--- src/rtl/msi_cap_pkg.sv ---
// Shared constants for the message-signalled interrupt capability.
// Assumes a single capability instance per function.
package msi_cap_pkg;
    localparam logic [7:0] CAP_ID_MSI = 8'h05;
    localparam int         CTRL_W     = 16;
    localparam int         MASK_W     = 32;
    localparam int         DW         = 32;

    // Structure length from the layout choices.
    function automatic logic [7:0] cap_bytes(input bit a64, input bit msk);
        return 8'd12 + (a64 ? 8'd4 : 8'd0) + (msk ? 8'd8 : 8'd0);
    endfunction
endpackage

--- src/rtl/msi_ctrl_reg.sv ---
// Control state: enable, enabled vector count and wide-data enable.
// Assumes the write decoder hands over one 16-bit control word per strobe.
module msi_ctrl_reg #(
    parameter int MMC     = 3,
    parameter bit EXT_CAP = 1'b1
) (
    input  logic        clk,
    input  logic        rst_n,
    input  logic        we,
    input  logic [15:0] word,
    output logic        en,
    output logic [2:0]  mme,
    output logic        ext_en
);
    localparam logic [2:0] MMC_V = 3'(MMC);

    logic       new_en;
    logic [2:0] new_mme;
    assign new_en  = word[0];
    assign new_mme = (word[6:4] > MMC_V) ? MMC_V : word[6:4];

    // Apply guarded control writes; reset clears all fields.
    always_ff @(posedge clk) begin
        if (!rst_n) begin
            en     <= 1'b0;
            mme    <= 3'd0;
            ext_en <= 1'b0;
        end else if (we) begin
            if (!en || !new_en) mme <= new_mme;
            ext_en <= EXT_CAP & word[10];
            en     <= new_en;
        end
    end

    p_mme_clamp_r3: assert property (@(posedge clk) disable iff (!rst_n)
        mme <= MMC_V);
    p_mme_guard_r3: assert property (@(posedge clk) disable iff (!rst_n)
        en |=> (!en || $stable(mme)));
    p_reset_clears_r10: assert property (@(posedge clk)
        !rst_n |=> (!en && !ext_en));
endmodule

--- src/rtl/msi_msg_store.sv ---
// Write decode and storage for address, data and mask registers.
// Assumes aligned offsets; anything that matches no register is dropped.
module msi_msg_store #(
    parameter bit ADDR64   = 1'b1,
    parameter bit MASK_CAP = 1'b1,
    parameter bit EXT_CAP  = 1'b1
) (
    input  logic        clk,
    input  logic        rst_n,
    input  logic        wr_en,
    input  logic [7:0]  wr_addr,
    input  logic        wr_wide,
    input  logic [31:0] wr_data,
    output logic        ctrl_we,
    output logic [15:0] ctrl_word,
    output logic [31:0] addr_lo,
    output logic [31:0] addr_hi,
    output logic [31:0] data,
    output logic [31:0] mask
);
    localparam logic [7:0] DATA_OFF = ADDR64 ? 8'h0C : 8'h08;
    localparam logic [7:0] MASK_OFF = ADDR64 ? 8'h10 : 8'h0C;

    logic lo_we, data_we;
    assign ctrl_we   = wr_en && ((wr_addr == 8'h00 && wr_wide) || (wr_addr == 8'h02 && !wr_wide));
    assign ctrl_word = wr_wide ? wr_data[31:16] : wr_data[15:0];
    assign lo_we     = wr_en && wr_wide && (wr_addr == 8'h04);
    assign data_we   = wr_en && (wr_addr == DATA_OFF);

    // Lower address and data registers, present in every layout.
    always_ff @(posedge clk) begin
        if (!rst_n) begin
            addr_lo <= '0;
            data    <= '0;
        end else begin
            if (lo_we) addr_lo <= wr_data;
            if (data_we) begin
                if (wr_wide && EXT_CAP) data <= wr_data;
                else                    data <= {data[31:16], wr_data[15:0]};
            end
        end
    end

    generate
        if (ADDR64) begin : g_hi
            // Upper address word, only with 64-bit addressing.
            always_ff @(posedge clk) begin
                if (!rst_n) addr_hi <= '0;
                else if (wr_en && wr_wide && wr_addr == 8'h08) addr_hi <= wr_data;
            end
        end else begin : g_no_hi
            assign addr_hi = '0;
        end
        if (MASK_CAP) begin : g_mask
            // Per-vector mask, only when masking is supported.
            always_ff @(posedge clk) begin
                if (!rst_n) mask <= '0;
                else if (wr_en && wr_wide && wr_addr == MASK_OFF) mask <= wr_data;
            end
        end else begin : g_no_mask
            assign mask = '0;
        end
    endgenerate

    p_data_narrow_r5: assert property (@(posedge clk) disable iff (!rst_n)
        (data_we && !wr_wide) |=> data[31:16] == $past(data[31:16]));
endmodule

--- src/rtl/msi_vec_gate.sv ---
// Qualifies vector requests and holds one outgoing message until taken.
// Assumes the index is narrower than or equal to the mask width.
module msi_vec_gate #(
    parameter int IDX_W = 5
) (
    input  logic             clk,
    input  logic             rst_n,
    input  logic             en,
    input  logic [2:0]       mme,
    input  logic             ext_en,
    input  logic [31:0]      mask,
    input  logic [63:0]      base_addr,
    input  logic [31:0]      base_data,
    input  logic             vec_req,
    input  logic [IDX_W-1:0] vec_idx,
    output logic             req_ready,
    output logic             msg_valid,
    input  logic             msg_ready,
    output logic [63:0]      msg_addr,
    output logic [31:0]      msg_data
);
    localparam int CMP_W = IDX_W + 8;

    logic        in_range, allow, accept;
    logic [31:0] idx_ext, vec_data;
    assign idx_ext   = 32'(vec_idx);
    assign in_range  = CMP_W'(vec_idx) < (CMP_W'(1) << mme);
    assign allow     = en && in_range && !mask[vec_idx];
    assign req_ready = !msg_valid;
    assign accept    = vec_req && req_ready && allow;
    assign vec_data  = ext_en ? (base_data | idx_ext) : {16'h0, base_data[15:0] | idx_ext[15:0]};

    // Load a message on an allowed request; drop it once taken.
    always_ff @(posedge clk) begin
        if (!rst_n) begin
            msg_valid <= 1'b0;
            msg_addr  <= '0;
            msg_data  <= '0;
        end else if (accept) begin
            msg_valid <= 1'b1;
            msg_addr  <= base_addr;
            msg_data  <= vec_data;
        end else if (msg_valid && msg_ready) begin
            msg_valid <= 1'b0;
        end
    end

    p_hold_r9: assert property (@(posedge clk) disable iff (!rst_n)
        (msg_valid && !msg_ready) |=> (msg_valid && $stable(msg_addr) && $stable(msg_data)));
    p_fire_needs_en_r7: assert property (@(posedge clk) disable iff (!rst_n)
        $rose(msg_valid) |-> $past(en));
endmodule

--- src/rtl/msi_cap_regs.sv ---
// Message-signalled interrupt capability: register window plus message emitter.
// Assumes dword-granular reads and a configuration walker that uses cap_len.
module msi_cap_regs #(
    parameter bit         ADDR64   = 1'b1,
    parameter bit         MASK_CAP = 1'b1,
    parameter bit         EXT_CAP  = 1'b1,
    parameter int         MMC      = 3,
    parameter logic [7:0] NEXT_PTR = 8'h60,
    parameter int         IDX_W    = 5
) (
    input  logic             clk,
    input  logic             rst_n,
    input  logic             wr_en,
    input  logic [7:0]       wr_addr,
    input  logic             wr_wide,
    input  logic [31:0]      wr_data,
    input  logic [7:0]       rd_addr,
    output logic [31:0]      rd_data,
    output logic [7:0]       cap_len,
    input  logic             vec_req,
    input  logic [IDX_W-1:0] vec_idx,
    output logic             req_ready,
    output logic             msg_valid,
    input  logic             msg_ready,
    output logic [63:0]      msg_addr,
    output logic [31:0]      msg_data
);
    import msi_cap_pkg::*;

    logic        en, ext_en, ctrl_we;
    logic [2:0]  mme;
    logic [15:0] ctrl_word, ctrl;
    logic [31:0] addr_lo, addr_hi, data, mask;
    logic [63:0] base_addr;

    assign cap_len   = cap_bytes(ADDR64, MASK_CAP);
    assign ctrl      = {5'b0, ext_en, EXT_CAP, MASK_CAP, ADDR64, mme, 3'(MMC), en};
    assign base_addr = ADDR64 ? {addr_hi, addr_lo} : {32'h0, addr_lo};

    msi_msg_store #(.ADDR64(ADDR64), .MASK_CAP(MASK_CAP), .EXT_CAP(EXT_CAP)) u_store (
        .clk(clk), .rst_n(rst_n), .wr_en(wr_en), .wr_addr(wr_addr), .wr_wide(wr_wide),
        .wr_data(wr_data), .ctrl_we(ctrl_we), .ctrl_word(ctrl_word), .addr_lo(addr_lo),
        .addr_hi(addr_hi), .data(data), .mask(mask)
    );

    msi_ctrl_reg #(.MMC(MMC), .EXT_CAP(EXT_CAP)) u_ctrl (
        .clk(clk), .rst_n(rst_n), .we(ctrl_we), .word(ctrl_word),
        .en(en), .mme(mme), .ext_en(ext_en)
    );

    msi_vec_gate #(.IDX_W(IDX_W)) u_gate (
        .clk(clk), .rst_n(rst_n), .en(en), .mme(mme), .ext_en(ext_en), .mask(mask),
        .base_addr(base_addr), .base_data(data), .vec_req(vec_req), .vec_idx(vec_idx),
        .req_ready(req_ready), .msg_valid(msg_valid), .msg_ready(msg_ready),
        .msg_addr(msg_addr), .msg_data(msg_data)
    );

    // Read mux over the dword layout chosen by the parameters.
    always_comb begin
        unique case (rd_addr[7:2])
            6'd0:    rd_data = {ctrl, NEXT_PTR, CAP_ID_MSI};
            6'd1:    rd_data = addr_lo;
            6'd2:    rd_data = ADDR64 ? addr_hi : data;
            6'd3:    rd_data = ADDR64 ? data : mask;
            6'd4:    rd_data = ADDR64 ? mask : 32'h0;
            default: rd_data = 32'h0;
        endcase
    end

    p_ext_gated_r4: assert property (@(posedge clk) disable iff (!rst_n)
        $rose(ext_en) |-> (ctrl[9] && $past(ctrl_we)));
endmodule

--- config.mk ---
export PLATFORM = sky130hd
export DESIGN_NAME = msi_cap_regs
export DESIGN_NICKNAME = d
export VERILOG_FILES = /design/src/rtl/msi_cap_pkg.sv /design/src/rtl/msi_ctrl_reg.sv /design/src/rtl/msi_msg_store.sv /design/src/rtl/msi_vec_gate.sv /design/src/rtl/msi_cap_regs.sv
export SDC_FILE = /design/constraint.sdc
export NUM_CORES = 1
export LEC_CHECK = 0
export BUFFER_PORTS_ARGS = -buffer_cell sky130_fd_sc_hd__buf_2
export CORE_ASPECT_RATIO = 0.9
export CORE_MARGIN = 2
export CORE_UTILIZATION = 45
export DETAILED_ROUTE_END_ITERATION = 12
export GPL_TIMING_DRIVEN = 0
export PLACE_DENSITY = 0.67
export SLEW_MARGIN = 40
export SYNTH_ARGS = -nofsm -noshare
export SYNTH_HDL_FRONTEND = slang
export SYNTH_SLANG_ARGS = --single-unit
--- constraint.sdc ---
create_clock -name clk -period 5 [get_ports clk]
set_input_delay 0.5 -clock clk [delete_from_list [all_inputs] [get_ports clk]]
set_output_delay 0.5 -clock clk [all_outputs]
set_load 0.02 [all_outputs]
======== After elaboration in Yosys (flattened, before gate mapping) ========
Cells that the tools add are included.
word-level totals
  register bits after elaboration ......... 230
  latch bits .............................. 0
  memory bits (writable) .................. 0
  memory bits (read-only) ................. 0
  memories ................................ 0
cells by class
  add/subtract/negate cells ............... 0
  $mul .................................... 0
  divide/modulo/power cells ............... 0
  magnitude comparators ................... 3
  equal/unequal tests ..................... 9
  shift operators ......................... 1
  muxes and demuxes ....................... 8
  bitwise logic cells ..................... 2
  reductions and logical operators ........ 25
operators by type and width
  cell                                                           count
  case mux 32 bit (5 select lines)                               1
  2-to-1 mux 32 bit                                              1
  OR 32 x 5 -> 32 bit                                            1
  == test 8 x 4 -> 1 bit, second input constant                  2
  OR 16 x 5 -> 16 bit                                            1
  logical AND 1 bit                                              13
  less-than comparator 5 x 13 -> 1 bit                           1
  << shifter 1 x 3 -> 13 bit, first input constant               1
  == test 6 x 2 -> 1 bit, second input constant                  2
  2-to-1 mux 11 bit                                              1
  == test 8 x 2 -> 1 bit, second input constant                  1
  == test 8 x 3 -> 1 bit, second input constant                  1
  == test 8 x 5 -> 1 bit, second input constant                  1
  zero test 8 bit                                                1
  == test 6 x 1 -> 1 bit, second input constant                  1
  == test 6 x 3 -> 1 bit, second input constant                  1
  zero test 6 bit                                                1
  less-than comparator 5 x 6 -> 1 bit, second input constant     1
  binary-select mux 1 bit (select 5 bit)                         1
  zero test 1 bit                                                5
  AND reduction 2 bit                                            2
  greater-than comparator 3 x 2 -> 1 bit, second input constant  1
  2-to-1 mux 1 bit                                               3
  2-to-1 mux 3 bit                                               1
  2 further kinds                                                3

======== Longest topological paths before layout ========
Gate-level depths: netlist of the first run.
  word-level depth ........................ 6
  gate-level depth with buffers ........... 11
  depth with buffers taken out ............ 9

======== Modules after synthesis ========
Synthesis of the first run repeated with hierarchy kept, for this count alone.
second synthesis, totals
  cell total of the unflattened synthesis .. 1130
  area, all modules ....................... 10660.2 um2
modules (own cells, without submodules)
  module         instances  cells an instance  area each (um2)  seq. area each (um2)
  msi_msg_store  1          477                4912.2           2562.5
  msi_vec_gate   1          479                4335.4           1941.9
  msi_cap_regs   1          156                1216.2           0.0
  msi_ctrl_reg   1          18                 196.4            100.1

======== Worst setup path after synthesis of the first run ========
OpenSTA, ideal clock, no wires.
  kind .................................... input to output
  start ................................... input rd_addr[5]
  end ..................................... output rd_data[20]
  arrival ................................. 2.245 ns
  data required time ...................... 4.500 ns
  path slack .............................. 2.255 ns
  cell stages on the path ................. 7
  path through ............................ or3_1 -> nor3_2 -> and2_0 -> clkbuf_1 -> clkbuf_1 -> a22oi_1 -> o21ai_0
between the ends
  cells in the longest elaborated chain, start to end .. 2
  elaborated cells on any way between the ends .. 6
ends and longest elaborated chain
  element                                         line                text
  start: declaration                              msi_cap_regs.sv:17  input logic [7:0] rd_addr,
  == test 6 x 3 -> 1 bit (tied with other cells)  msi_cap_regs.sv:60  unique case (rd_addr[7:2])
  case mux 32 bit (5 select lines) *              msi_cap_regs.sv:60
  end: declaration                                msi_cap_regs.sv:18  output logic [31:0] rd_data,
Mark *: on every way between the ends. The rest lies on a longest branch, timed or not.

======== Worst setup path in the final report of the first run ========
  start ................................... input rd_addr[5]
  end ..................................... output rd_data[12]
The elaborated chain is that of the path after synthesis.

==> results.json, run 1 <==
{
  "status": "completed",
  "post-route-min-period_ns": 3.76,
  "final_common_cell": "nand2_1",
  "power_frac_comb_pct": 4.7,
  "fin_skew_ns": 0.0119,
  "start_kind": "input port",
  "core_area_um2": 22300,
  "final_util_pct": 55.1,
  "irDropWorstVdd_mv": 0.209,
  "vias_per_cell": 5.49,
  "place.port_buffers": 182,
  "dr.pass1.iters": 7,
  "synth_warnings": 0,
  "final_nets": 1459,
  "synth_edf_count": 0,
  "post_cts_buffers": 0,
  "finalHoldViolCount": 0,
  "grt_max_degree": 14,
  "min_from": "wr_data[9]",
  "drt_iter0_markers": 856,
  "layout_common_cells": "nand2_1 (417), dfxtp_1 (230), buf_2 (192), mux2i_1 (144), a21boi_0 (96)",
  "crit_required_ns": 4.50,
  "yosysSeqAreaShare_pct": 45.4,
  "wire_per_inst_um": 19.8,
  "fp.dieW_um": 162,
  "finalSetupTns_ns": 0,
  "end_kind": "primary output",
  "grt_pass1_vias": 8763,
  "cts_root_buf": "clkbuf_16",
  "clkTransAtPathRegs_ns": 0.06,
  "worstPathArrival_ns": 3.26,
  "p_leak_nw": 4.91,
  "min_path_type": "in2reg",
  "ant_nets": 0,
  "ys_types": 52,
  "clkPwrFrac_pct": 48.0,
  "cts-hold-fix-buffers": 0,
  "worstSetupPathType": "in2out",
  "clockBufferDepth": 3,
  "grt_pass1_wl_um": 50700,
  "io_pins": 197,
  "timing.fmax_ghz": 0.266,
  "place_hpwl_um": 24600,
  "period_share_pct": 75.2,
  "rsz0062_at_grt": "no",
  "drt_wl_total_um": 33900,
  "drive_gt1_share_pct": 18.7,
  "r2r_start": "u_ctrl.mme[1]",
  "setup_viol": 0,
  "cts.sinks": 230,
  "overflow": 0,
  "row_count": 52,
  "min_path_cells": 3,
  "synthArstFlopShare_pct": 0,
  "p_int_mw": 3.00,
  "initial_core_util_pct": 45.5,
  "numCtsBuffers": 25,
  "cts_max_level": 1,
  "p_sw_share_pct": 22.5,
  "ys_ff_latch": 230,
  "avgSynthCellArea_um2": 8.59,
  "postCtsResizedCells": 0,
  "cp_slowest_cell": "clkbuf_1",
  "grt_antenna_before_repair": 1,
  "reg2reg_setup_slack_ns": 1.48,
  "tritoncts": "yes",
  "cap_violations": 0,
  "grt_usage_pct": 27.7,
  "slew_viol_final": 0,
  "synthToLayoutAreaGrowth_pct": 21.2,
  "gp_congestion": 0.902,
  "p_sw_mw": 0.872,
  "syn_inst": 1181,
  "crit_start": "rd_addr[5]",
  "sequentialPowerShare_pct": 47.4,
  "die-area_um2": 23800,
  "crit_chain": "buf_2, or3_1, nor2_1, and2_1, clkbuf_1, clkbuf_1, a222oi_1, nand2_1, buf_2",
  "ys.flop_type": "dfxtp_1",
  "clk_latency_ns": 0.52,
  "via_count": 9397,
  "syn_area_um2": 10100,
  "p_per_area_nw_per_um2": 315,
  "drc_errors": 0,
  "worstMarginPinSlew_ns": 0.869,
  "slew_headroom_pct": 42.1,
  "crit_fanout": 10,
  "die_y_um": 146,
  "max_stage_delay_ns": 0.72,
  "r2r_cells": 10
}
## critical path, delay by kind of cell
family          cells  cell delay [ns]
compound gates      1             0.26
simple gates        4             0.92
buf+inv             4             1.57
## per-layer routing
metal	track usage, %	routed length (um)
met4	9.87	1090
met2	42.5	14600
met3	4.91	3080
met5	0	0
met1	39.3	15100
## sequential cells by signal, summed over array words and instances, names as in the netlist
| name | cells |
|---|---|
| u_store.mask | 32 |
| u_store.addr_hi | 32 |
| u_ctrl.mme | 3 |
| u_ctrl.en | 1 |
| u_store.data | 32 |
| u_ctrl.ext_en | 1 |
| u_gate.msg_data | 32 |
| u_store.addr_lo | 32 |
| u_gate.msg_valid | 1 |
| u_gate.msg_addr | 64 |
## cells by family (layout without fill, tap and decap cells)
logic type | after synthesis | after routing | share of synthesized area, %
mux | 150 | 150 | 14.9
flops | 230 | 230 | 45.4
simple gates | 527 | 527 | 21.9
compound gates | 169 | 169 | 13.0
buf+inv | 98 | 324 | 4.16
xor+xnor | 1 | 1 | 0.0864
fa+ha+maj | 4 | 4 | 0.493
other cells | 2 | 9 | 0.0740
## through the flow
step                area [um^2]  std cells  setup WS [ns]  hold slack (ns)  power (mW)
finish                    12300       1711           1.24            0.269        3.87
global route              12300       1711           1.16            0.268        3.97
CTS                       12300       1710           1.36            0.257        3.89
detailed placement        11500       1666           1.37            0.444        2.05
global placement          11400       1666           1.12            0.438        2.05
floorplan                 10200       1187           2.25            0.448        1.96
## final timing paths
check,endpoint
max reg2reg,u_gate.msg_data[24]
min reg2reg,u_gate.msg_addr[56]
max,rd_data[12]
min,u_store.addr_lo[9]
## synthesized netlist by cell type (all sizes together), types with 2 or more instances
master | number | area share [%]
a21boi | 98 | 7.3
buf | 23 | 1.4
or3b | 3 | 0.28
mux2i | 144 | 14
nor2 | 14 | 0.54
or4 | 6 | 0.52
and3 | 2 | 0.14
conb | 2 | 0.074
nand4 | 2 | 0.12
a211o | 2 | 0.17
and2 | 4 | 0.25
nand2b | 9 | 0.56
nor2b | 37 | 2.3
nor3 | 4 | 0.25
ha | 4 | 0.49
inv | 2 | 0.074
nand3 | 22 | 1.1
o21ai | 12 | 0.59
a21oi | 5 | 0.25
a221oi | 3 | 0.26
or2 | 2 | 0.12
a222oi | 24 | 2.4
dfxtp | 230 | 45
nand2 | 417 | 15
mux2 | 6 | 0.67
o211a | 4 | 0.39
a22oi | 13 | 0.96
clkbuf | 73 | 2.7
## power groups by stage
stage	registers (mW)	logic [mW]	clock network, mW
floorplan	1.87	0.0896	0
global placement	1.87	0.173	0
detailed placement	1.87	0.175	0
CTS	1.83	0.175	1.88
global route	1.83	0.189	1.95
finish	1.83	0.180	1.86
## cell type report
class	instances	area, um^2
antenna	1	2.50
buffer	96	415
clock buffer	36	727
clock inverter	8	92.6
fill	2118	10000
inverter	2	7.51
multi-input combinational	859	5160
sequential	230	4600
tap	297	372
timing repair buffer	182	911
Note: power is estimated with default switching activity, not from simulation.
==> inputs of run 2 (changes only) <==
--- a/config.mk
+++ b/config.mk
@@ -5,6 +5,7 @@
 export SDC_FILE = /design/constraint.sdc
 export NUM_CORES = 1
 export LEC_CHECK = 0
+export ABC_AREA = 1
 export BUFFER_PORTS_ARGS = -buffer_cell sky130_fd_sc_hd__buf_2
 export CORE_ASPECT_RATIO = 0.9
 export CORE_MARGIN = 2
==> constraint.sdc (replaced) <==
create_clock -name clk -period 3.6 [get_ports clk]
set_input_delay 0.36 -clock clk [delete_from_list [all_inputs] [get_ports clk]]
set_output_delay 0.36 -clock clk [all_outputs]
set_load 0.02 [all_outputs]
==> results.json, run 2 <==
{
  "ys.flop_type": "dfxtp_1",
  "ys_types": 36,
  "clockBufferDepth": 3,
  "yosysSeqAreaShare_pct": 45.2,
  "cts_max_level": 1,
  "drc_errors": 0,
  "status": "completed",
  "grt_max_degree": 14,
  "placedCellCount": 1946,
  "use_met1_pct": 42.3,
  "syn_inst": 1458,
  "numCtsBuffers": 25,
  "grt_usage_pct": 28.9,
  "io_pins": 197,
  "grt_pass1_vias": 9479,
  "crit_fanout": 10,
  "layout_setup_ws_ns": 0.785,
  "gp_congestion": 0.937,
  "total_power_mw": 5.57,
  "drt_wl_total_um": 35300,
  "core_area_um2": 22400,
  "p_per_area_nw_per_um2": 448,
  "p_int_mw": 4.28,
  "avgSynthCellArea_um2": 6.99,
  "worstSetupPathType": "in2out",
  "power_frac_comb_pct": 4.5,
  "place.port_buffers": 185,
  "syn_area_um2": 10200,
  "dpl_cell_area_um2": 11500,
  "period_share_pct": 78.2,
  "synth_edf_count": 0,
  "max_stage_delay_ns": 0.61,
  "final_nets": 1739,
  "clk_latency_ns": 0.54,
  "place_hpwl_um": 25900,
  "clkTransAtPathRegs_ns": 0.06,
  "nFillCells": 2252,
  "die-area_um2": 23900,
  "grt-busiest-layer": "met2",
  "ys_ff_latch": 230,
  "die_y_um": 147,
  "min_path_type": "in2reg",
  "p_sw_share_pct": 23.2,
  "overflow": 0,
  "drt_iter0_markers": 1120,
  "setup_viol": 0,
  "finalSetupTns_ns": 0,
  "fin_skew_ns": 0.0150,
  "final_cells": 1994,
  "rsz0062_at_grt": "no",
  "final_area_um2": 12400,
  "crit_required_ns": 3.24,
  "tritoncts": "yes",
  "postCtsResizedCells": 0,
  "worstPathArrival_ns": 2.46,
  "dp_slack_ns": 0.915,
  "synthToLayoutAreaGrowth_pct": 21.8,
  "ant_nets": 0,
  "largest_register_ffs": 64,
  "gr-usage-met3_pct": 5.25,
  "dr.pass1.iters": 6,
  "worstMarginPinSlew_ns": 0.888,
  "via_count": 10300,
  "synthArstFlopShare_pct": 0,
  "end_kind": "primary output",
  "drive_gt1_share_pct": 16.0,
  "sequentialPowerShare_pct": 45.8,
  "yosysMostFrequentCell": "nor2_1",
  "cap_violations": 0,
  "finalHoldViolCount": 0,
  "start_kind": "input port",
  "cts-hold-fix-buffers": 0,
  "post-route-min-period_ns": 2.82,
  "p_leak_nw": 6.19,
  "slew_headroom_pct": 40.8,
  "hold_slack_ns": 0.118,
  "cts_root_buf": "clkbuf_16",
  "post_cts_buffers": 0,
  "synth_warnings": 0,
  "clkPwrFrac_pct": 49.8,
  "synth_top_area_share_pct": 45.2,
  "wire_per_inst_um": 17.7,
  "synth_largest_area_cell": "dfxtp_1",
  "crit_chain": "buf_2, nor2_1, nand3_1, inv_1, clkbuf_1, a22oi_1, nand3_1, buf_2",
  "cts.sinks": 230,
  "initial_core_util_pct": 45.6,
  "vias_per_cell": 5.19,
  "row_count": 52,
  "regMostFlops": "u_gate.msg_addr",
  "grt_antenna_before_repair": 2,
  "final_common_cell": "nor2_1",
  "layout_common_cells": "nor2_1 (319), nand2_1 (307), dfxtp_1 (230), inv_1 (209), buf_2 (202)",
  "synth.area.top_cells": "dfxtp_1 (45%), nor2_1 (12%), nand2_1 (11%)",
  "p_sw_mw": 1.29,
  "gr-usage-met2_pct": 43.4,
  "irDropWorstVdd_mv": 0.223,
  "timing.fmax_ghz": 0.355,
  "fp.dieW_um": 163,
  "cp_slowest_cell": "clkbuf_1",
  "netlist_top_cells_count": "nor2_1 (319), nand2_1 (307), dfxtp_1 (230), inv_1 (209), a211oi_1 (113)",
  "slew_viol_final": 0,
  "final_util_pct": 55.5,
  "grt_pass1_wl_um": 53200
}
==> run 2: cell types whose count changed after synthesis, sizes merged, moves of 23 or more <==
| cell | delta |
|---|---|
| a21oi | +23 |
| nand2 | -108 |
| nor2b | -37 |
| mux2i | -144 |
| inv | +208 |
| a211oi | +112 |
| a21boi | -98 |
| a222oi | -24 |
| nor2 | +305 |
==> run 2: worst paths after layout <==
kind	start	end	slack [ns]	depth (start not counted)
max reg2reg	u_ctrl.mme[0]	u_gate.msg_addr[40]	0.87	13
min reg2reg	u_store.data[11]	u_store.data[11]	0.48	2
min	msg_ready	u_gate.msg_valid	0.12	3
max	rd_addr[7]	rd_data[22]	0.78	8
==> run 2: layer usage <==
| layer | vias up | routed length (um) |
|---|---|---|
| met5 | - | 0 |
| met4 | 0 | 925 |
| met3 | 67 | 3430 |
| met2 | 519 | 14900 |
| met1 | 4705 | 16100 |
| li1 | 5053 | - |
==> run 2: power by group through the flow <==
stage	Clock, mW	Sequential, mW	Combinational [mW]
floorplan	0	2.61	0.134
global placement	0	2.61	0.238
detailed placement	0	2.61	0.240
CTS	2.76	2.55	0.240
global route	2.87	2.55	0.267
finish	2.77	2.55	0.248
==> run 2: final cells by class <==
class | count | area [um^2] | share of cell area, %
multi-input combinational | 923 | 4360 | 35.1
clock inverter | 13 | 173 | 1.39
inverter | 211 | 792 | 6.38
sequential | 230 | 4600 | 37.1
buffer | 100 | 479 | 3.86
clock buffer | 33 | 706 | 5.68
timing repair buffer | 185 | 926 | 7.46
tap | 297 | 372 | 2.99
antenna | 2 | 5.00 | 0.0403
==> run 2: cell families (layout without fill, tap and decap cells) <==
kind of cell	count (synthesis)	in the layout	share of synthesized area [%]
fa+ha+maj	4	4	0.491
compound gates	215	215	14.8
other cells	2	10	0.0737
simple gates	695	695	26.9
flops	230	230	45.2
xor+xnor	1	1	0.0859
buf+inv	311	542	12.5
==> run 2: critical path, delay by kind of cell <==
kind	cells	cell delay (ns)
compound gates	1	0.27
buf+inv	4	1.12
simple gates	3	0.69
